$ cat src/rtl/rpiq_pkg.sv
// Package: shared offsets, bit positions and the queue entry type
// for the root-port legacy interrupt queue.
// Assumes 32-bit registers and four INTx lanes.
package rpiq_pkg;
    localparam int unsigned DATA_W = 32;
    localparam int unsigned LANE_W = 2;

    // Register byte offsets (software-visible, kept fixed)
    localparam int unsigned OFF_PEND  = 'h138;
    localparam int unsigned OFF_MASK  = 'h13C;
    localparam int unsigned OFF_PHY   = 'h144;
    localparam int unsigned OFF_CTL   = 'h148;
    localparam int unsigned OFF_EVW0  = 'h158;
    localparam int unsigned OFF_EVW1  = 'h15C;

    // Bit positions
    localparam int unsigned B_INTX    = 16;
    localparam int unsigned B_LINK    = 11;
    localparam int unsigned B_BRIDGE  = 0;
    localparam int unsigned B_NEMPTY  = 18;
    localparam int unsigned B_OVF     = 19;
    localparam int unsigned B_LANE_LO = 27;
    localparam int unsigned B_LEVEL   = 29;
    localparam int unsigned B_VALID   = 31;

    typedef struct packed {
        logic              level;
        logic [LANE_W-1:0] lane;
    } intx_ev_t;

    // Format a stored event as the first queue word
    function automatic logic [DATA_W-1:0] ev_word(intx_ev_t e);
        logic [DATA_W-1:0] w;
        w = '0;
        w[B_VALID] = 1'b1;
        w[B_LEVEL] = e.level;
        w[B_LANE_LO +: LANE_W] = e.lane;
        return w;
    endfunction
endpackage

$ cat src/rtl/rpiq_fifo.sv
// Circular event store with 2**PTR_W slots. One slot always stays
// unused, so full means (write pointer + 1) == read pointer.
// Assumes pop is only acted on when not empty; push checks the
// occupancy before this cycle (a same-cycle pop frees nothing).
module rpiq_fifo
    import rpiq_pkg::*;
#(
    parameter int unsigned PTR_W = 4
) (
    input  logic     clk,
    input  logic     rst_n,
    input  logic     push,
    input  intx_ev_t push_ev,
    input  logic     pop,
    output logic     push_ok,
    output logic     dropped,
    output logic     nonempty,
    output intx_ev_t head,
    output logic [PTR_W-1:0] wr_ptr,
    output logic [PTR_W-1:0] rd_ptr
);
    localparam int unsigned DEPTH = 1 << PTR_W;

    intx_ev_t   slot [DEPTH];
    logic       full;
    logic       pop_ok;

    // Occupancy decode from the two pointers
    always_comb begin
        full     = (wr_ptr + PTR_W'(1)) == rd_ptr;
        nonempty = wr_ptr != rd_ptr;
        push_ok  = push && !full;
        dropped  = push && full;
        pop_ok   = pop && nonempty;
        head     = slot[rd_ptr];
    end

    // Per-slot storage: write the slot the write pointer names
    for (genvar s = 0; s < DEPTH; s++) begin : g_slot
        always_ff @(posedge clk) begin
            if (push_ok && wr_ptr == PTR_W'(s))
                slot[s] <= push_ev;
        end
    end

    // Pointer advance on accepted push and effective pop
    always_ff @(posedge clk) begin
        if (!rst_n) begin
            wr_ptr <= '0;
            rd_ptr <= '0;
        end else begin
            if (push_ok) wr_ptr <= wr_ptr + PTR_W'(1);
            if (pop_ok)  rd_ptr <= rd_ptr + PTR_W'(1);
        end
    end
endmodule

$ cat src/rtl/rpiq_pend.sv
// Pending and mask registers with the level interrupt output.
// The INTx pending bit is set by every stored event. A clearing
// write re-asserts it while the queue still holds entries.
// No MSI source exists here, so the MSI pending bit stays zero.
module rpiq_pend
    import rpiq_pkg::*;
(
    input  logic              clk,
    input  logic              rst_n,
    input  logic              push_ok,
    input  logic              nonempty,
    input  logic              pend_wr,
    input  logic              pend_clr_intx,
    input  logic              mask_wr,
    input  logic [DATA_W-1:0] mask_wdata,
    output logic              pend_intx,
    output logic [DATA_W-1:0] pend_word,
    output logic [DATA_W-1:0] mask_q,
    output logic              irq
);
    // Pending INTx bit: set on store, write-1-clear, re-forced when non-empty
    always_ff @(posedge clk) begin
        if (!rst_n)
            pend_intx <= 1'b0;
        else if (push_ok)
            pend_intx <= 1'b1;
        else if (pend_wr)
            pend_intx <= (pend_intx && !pend_clr_intx) || nonempty;
    end

    // Mask register write
    always_ff @(posedge clk) begin
        if (!rst_n)
            mask_q <= '0;
        else if (mask_wr)
            mask_q <= mask_wdata;
    end

    // Pending word and interrupt level
    always_comb begin
        pend_word         = '0;
        pend_word[B_INTX] = pend_intx;
        irq               = |(pend_word & mask_q);
    end
endmodule

$ cat src/rtl/rpiq_ctl.sv
// Root-port control/status state: bridge enable and the sticky
// overflow flag. A drop in the same cycle as a clear wins.
module rpiq_ctl
    import rpiq_pkg::*;
(
    input  logic clk,
    input  logic rst_n,
    input  logic ctl_wr,
    input  logic wr_bridge,
    input  logic wr_ovf_clr,
    input  logic dropped,
    output logic bridge_en,
    output logic ovf
);
    // Bridge enable follows bit 0 of each control write
    always_ff @(posedge clk) begin
        if (!rst_n)      bridge_en <= 1'b0;
        else if (ctl_wr) bridge_en <= wr_bridge;
    end

    // Sticky overflow: set on drop, cleared by writing 1
    always_ff @(posedge clk) begin
        if (!rst_n)                    ovf <= 1'b0;
        else if (dropped)              ovf <= 1'b1;
        else if (ctl_wr && wr_ovf_clr) ovf <= 1'b0;
    end
endmodule

$ cat src/rtl/rp_intx_queue.sv
// Top: root-port legacy interrupt queue with a 32-bit register port.
// Reads are combinational and have no side effects. Writes act on
// the clock edge with reg_wr high. Unmapped offsets read zero.
module rp_intx_queue
    import rpiq_pkg::*;
#(
    parameter int unsigned PTR_W  = 4,
    parameter int unsigned ADDR_W = 12
) (
    input  logic              clk,
    input  logic              rst_n,
    input  logic              ev_valid,
    input  logic [LANE_W-1:0] ev_lane,
    input  logic              ev_level,
    input  logic              link_up,
    input  logic              reg_wr,
    input  logic [ADDR_W-1:0] reg_addr,
    input  logic [DATA_W-1:0] reg_wdata,
    output logic [DATA_W-1:0] reg_rdata,
    output logic              irq_o,
    output logic              bridge_en_o
);
    logic             sel_pend, sel_mask, sel_phy, sel_ctl, sel_ev0, sel_ev1;
    logic             push_ok, dropped, nonempty, pend_intx, ovf_flag;
    intx_ev_t         in_ev, head_ev;
    logic [PTR_W-1:0] fifo_wp, fifo_rp;
    logic [DATA_W-1:0] pend_word, mask_q;

    // Offset decode
    always_comb begin
        sel_pend = reg_addr == ADDR_W'(OFF_PEND);
        sel_mask = reg_addr == ADDR_W'(OFF_MASK);
        sel_phy  = reg_addr == ADDR_W'(OFF_PHY);
        sel_ctl  = reg_addr == ADDR_W'(OFF_CTL);
        sel_ev0  = reg_addr == ADDR_W'(OFF_EVW0);
        sel_ev1  = reg_addr == ADDR_W'(OFF_EVW1);
        in_ev.lane  = ev_lane;
        in_ev.level = ev_level;
    end

    rpiq_fifo #(.PTR_W(PTR_W)) u_fifo (
        .clk      (clk),
        .rst_n    (rst_n),
        .push     (ev_valid),
        .push_ev  (in_ev),
        .pop      (reg_wr && (sel_ev0 || sel_ev1)),
        .push_ok  (push_ok),
        .dropped  (dropped),
        .nonempty (nonempty),
        .head     (head_ev),
        .wr_ptr   (fifo_wp),
        .rd_ptr   (fifo_rp)
    );

    rpiq_pend u_pend (
        .clk           (clk),
        .rst_n         (rst_n),
        .push_ok       (push_ok),
        .nonempty      (nonempty),
        .pend_wr       (reg_wr && sel_pend),
        .pend_clr_intx (reg_wdata[B_INTX]),
        .mask_wr       (reg_wr && sel_mask),
        .mask_wdata    (reg_wdata),
        .pend_intx     (pend_intx),
        .pend_word     (pend_word),
        .mask_q        (mask_q),
        .irq           (irq_o)
    );

    rpiq_ctl u_ctl (
        .clk        (clk),
        .rst_n      (rst_n),
        .ctl_wr     (reg_wr && sel_ctl),
        .wr_bridge  (reg_wdata[B_BRIDGE]),
        .wr_ovf_clr (reg_wdata[B_OVF]),
        .dropped    (dropped),
        .bridge_en  (bridge_en_o),
        .ovf        (ovf_flag)
    );

    // Read data multiplexer
    always_comb begin
        reg_rdata = '0;
        if (sel_pend) reg_rdata = pend_word;
        if (sel_mask) reg_rdata = mask_q;
        if (sel_phy)  reg_rdata[B_LINK] = link_up;
        if (sel_ctl) begin
            reg_rdata[B_BRIDGE] = bridge_en_o;
            reg_rdata[B_NEMPTY] = nonempty;
            reg_rdata[B_OVF]    = ovf_flag;
        end
        if (sel_ev0 && nonempty) reg_rdata = ev_word(head_ev);
    end
endmodule

$ cat config.mk
export PLATFORM = sky130hd
export DESIGN_NAME = rp_intx_queue
export DESIGN_NICKNAME = d
export VERILOG_FILES = /design/src/rtl/rpiq_pkg.sv /design/src/rtl/rpiq_fifo.sv /design/src/rtl/rpiq_pend.sv /design/src/rtl/rpiq_ctl.sv /design/src/rtl/rp_intx_queue.sv
export SDC_FILE = /design/constraint.sdc
export NUM_CORES = 1
export LEC_CHECK = 0
export BUFFER_PORTS_ARGS = -buffer_cell sky130_fd_sc_hd__buf_4
export CAP_MARGIN = 10
export CORE_MARGIN = 5
export CORE_UTILIZATION = 50
export CTS_CLUSTER_SIZE = 20
export DETAILED_ROUTE_END_ITERATION = 8
export MAX_ROUTING_LAYER = met4
export PLACE_DENSITY = 0.71
export REMOVE_ABC_BUFFERS = 1
export SKIP_CTS_REPAIR_TIMING = 1
export SLEW_MARGIN = 5
export SYNTH_ARGS = -nofsm -noshare
export SYNTH_HDL_FRONTEND = slang
export SYNTH_SLANG_ARGS = --single-unit
$ cat constraint.sdc
create_clock -name clk -period 6.3 [get_ports clk]
set_input_delay 0.945 -clock clk [delete_from_list [all_inputs] [get_ports clk]]
set_output_delay 0.945 -clock clk [all_outputs]
set_load 0.05 [all_outputs]
==> results by group <==
Drt
  • First-pass DRT Iterations: 5
  • 1st-iter DRT viols: 221
  • Wire per inst: ~18 microns
  • Final WL: 10500 microns
  • Final ANT Viol Nets: 0
  • Vias: 3356
  • Vias/cell: just under 6
  • DRC viols: 0

Yosys
  • Yosys warnings: 0
  • Post-synth EDFFs: 48
  • Main synth FF type: edfxtp_1
  • Largest area contributor in the netlist: edfxtp_1
  • Cell area after synthesis: 0.00435 sq mm
  • Asr flop ratio synth: 0%
  • Seq cells post-synth: between 90 and 100
  • Area share of the largest cell type after synthesis: about a third
  • Commonest cells in the netlist: edfxtp_1 (48), dfxtp_1 (47), a21oi_1 (41)
  • Synthesized area per cell: ~11 sq um
  • Top post-synthesis cells by area: edfxtp_1 (33%), dfxtp_1 (22%), mux4_2 (6.2%), nand4_1 (5.0%), a21oi_1 (4.7%)
  • Register area share after synthesis: 54.7%
  • Most common cell in the netlist: edfxtp_1
  • Post-synth cell types: between 40 and 50
  • Cells after Synth: about 400

Global route
  • Vias in the first global route: between 3k and 4k
  • Largest net degree at the start of global routing: 46
  • Initial antenna violation count: 0
  • Overflow after GRT: 0
  • Global-route wire length before repair: ~16000 microns
  • Gr usage total: roughly a fifth

Worst setup path
  • Required @ worst endpoint: approximately 5.4 ns
  • FF-to-FF End: u_fifo.slot[7][1]
  • Worst setup EP type: output port
  • Crit path DAT: ~3.5 ns
  • Slowest-stage cell, CP: and3_1
  • Crit-path cells: buf_4 > or4b_4 > nor4_4 > buf_4 > and3_1 > a22o_1 > buf_4
  • Worst-path fanout max: 34
  • WP depth: 7
  • CP most frequent cell: buf_4
  • FF-to-FF Start: u_fifo.wr_ptr[0]
  • Buf/Inv on CP: 3
  • Worst path max stage delay: between 0.8 and 0.9 ns
  • Setup CP Type: primary input to output port
  • Cell family with most CP delay: simple AND/OR/NAND/NOR gates
  • Startpoint types: primary input
  • R2r setup slk: ~3.5 ns
  • Worst r2r path cells: 6

Pwr
  • Pleak: between 1.5 and 2 nW
  • Sw frac: between 20% and 30%
  • Switching pwr: roughly 270 uW
  • Sequential power share: just under 60%
  • Pwr Density: about 220 mW/mm^2
  • Power Internal: between 800 and 900 uW
  • Clock share of power: 34.4%
  • VDD IR max: 0.100 mV
  • Logic pwr share: under 10%

Placed design
  • HPWL after DPL: 7130 microns
  • Routability cong.: roughly 0.8
  • Port buffer count: 85

Clock tree
  • H-tree Lvls: 3
  • TritonCTS clock tree: built
  • Clock latency on the worst-skew pair: between 0.3 and 0.4 ns
  • Clk root buf: clkbuf_8
  • CTS Sinks: 95
  • CTS max path bufs: 2
  • CTS Buf Count: 9
  • Worst-path clk slew: approximately 0.1 ns

Timing
  • RSZ-0062 raised after global routing: no
  • Pins Over Slew Limit: 0
  • Final Skew: between 0.01 and 0.015 ns
  • Worst slew margin: 22.7%
  • Final period util: approximately 71%
  • Fin. Hold Viols: 0
  • Setup_tns: 0 ns
  • Worst slew pin tran: between 1 and 1.5 ns
  • # setup viols final: 0
  • Max Clock Freq: between 200 and 250 MHz
  • Final min period: about 4.4 ns

Min path
  • Worst Hold Path EP: u_pend.mask_q[10]
  • Hold_sp: u_pend.mask_q[10]
  • HP Class: flip-flop to flip-flop
  • Hold depth: 2

Die
  • Rows: 34
  • Core Box Area: 0.00859 sq mm
  • Die area: around 0.011 sq mm
  • Die Y-Extent: 103 microns
  • Boundary pin count: between 80 and 90
  • Die width: approximately 100 microns
  • Initial Util: 50.7%

Layout
  • Net count, final: just over 500
  • Fraction of layout cells with a size suffix above 1: about 26%
  • Storage cell area: 0.00238 sq mm
  • # diodes: 0
  • Filler cells: 720
  • Area growth, synth to finish: 19.5%
  • Multi-input gate area: between 0.0015 and 0.002 sq mm
  • Core Util, Final: about 60%

Run status
  • Outcome: finished clean

Run
  • Max_cap viols: 0
[power groups by stage]
| stage | Sequential, mW | Clock (mW) | Combinational, mW |
|---|---|---|---|
| 2_1_floorplan | 0.674 | 0 | 0.0406 |
| 3_3_place_gp | 0.676 | 0 | 0.0881 |
| 3_5_place_dp | 0.677 | 0 | 0.0897 |
| 4_1_cts | 0.662 | 0.399 | 0.0900 |
| 5_1_grt | 0.664 | 0.428 | 0.0986 |
| 6_report | 0.662 | 0.394 | 0.0899 |
[how the worst max path moves through the flow]
| stage | end | slack, ns | start |
|---|---|---|---|
| 6_report | reg_rdata[0] | 1.86 | reg_addr[1] |
| 5_1_grt | reg_rdata[18] | 1.63 | reg_addr[1] |
| 3_3_place_gp | reg_rdata[19] | 1.86 | reg_addr[1] |
| 3_5_place_dp | reg_rdata[18] | 1.84 | reg_addr[1] |
| 2_1_floorplan | reg_rdata[0] | 1.20 | reg_addr[1] |
| 4_1_cts | reg_rdata[18] | 1.85 | reg_addr[1] |
[cell families (layout without fill, tap and decap cells)]
group	count (synthesis)	in the layout	synth area share, %
XOR/XNOR	9	9	2.13
multiplexers	13	13	6.44
AO/OA/AOI/OAI	107	107	14.3
buffers and inverters	39	108	3.54
flip-flops	95	95	54.7
AND/OR/NAND/NOR	129	129	17.4
adder cells (fa/ha/maj)	5	5	1.44
[worst min-delay path: stages, from the launching register on]
cell and delay [ns]:
dfxtp_1 0.31, o21ai_0 0.06, a21oi_1 0.06
[state kept, by name (all words and copies together) (netlist names), named ones only]
name and flops:
u_fifo.slot 48, u_pend.mask_q 32, u_fifo.rd_ptr 4, u_fifo.wr_ptr 4, u_ctl.bridge_en 1, u_ctl.ovf 1, u_pend.pend_intx 1
[metrics by stage]
stage / setup slack, ns / instances / power [mW] / area (sq um) / hold slack (ns)
5_1_grt: 1.63 / 574 / 1.19 / 5200 / 0.495
3_5_place_dp: 1.84 / 558 / 0.766 / 5010 / 0.462
3_3_place_gp: 1.86 / 558 / 0.764 / 5010 / 0.453
4_1_cts: 1.85 / 574 / 1.15 / 5200 / 0.474
6_report: 1.86 / 574 / 1.15 / 5200 / 0.471
2_1_floorplan: 1.20 / 364 / 0.715 / 4220 / 0.445
[layout make-up]
type | count | area share (%)
well taps | 108 | 2.60
inverters | 6 | 0.433
flip-flops and latches | 95 | 45.8
clock buffers | 10 | 2.45
clock inverters | 6 | 1.18
multi-input cells | 263 | 35.1
repair buffers | 86 | 12.4
[metal layers]
layer / vias to the layer above / routed length [microns] / share of wire (%) / GRT usage, %
met5: - / 0 / 0 / -
met4: 0 / 148 / 1.4 / 5.18
met3: 9 / 537 / 5.1 / 3.69
met2: 123 / 5380 / 51 / 32.2
met1: 1590 / 4420 / 42 / 28.0
li1: 1634 / - / - / -
[placed cells by master (no fill, tap or decap), drive strengths merged, types with 6 or more instances in the layout]
cell | synthesis | layout
nand2 | 13 | 13
nand4 | 35 | 35
xnor2 | 6 | 6
clkbuf | 31 | 10
edfxtp | 48 | 48
o21ai | 38 | 38
a21oi | 41 | 41
nand3 | 10 | 10
nor2 | 17 | 17
buf | 2 | 86
and2 | 25 | 25
a22o | 6 | 6
dfxtp | 47 | 47
inv | 6 | 6
mux4 | 12 | 12
No activity file was read; power rests on OpenSTA's default activity.
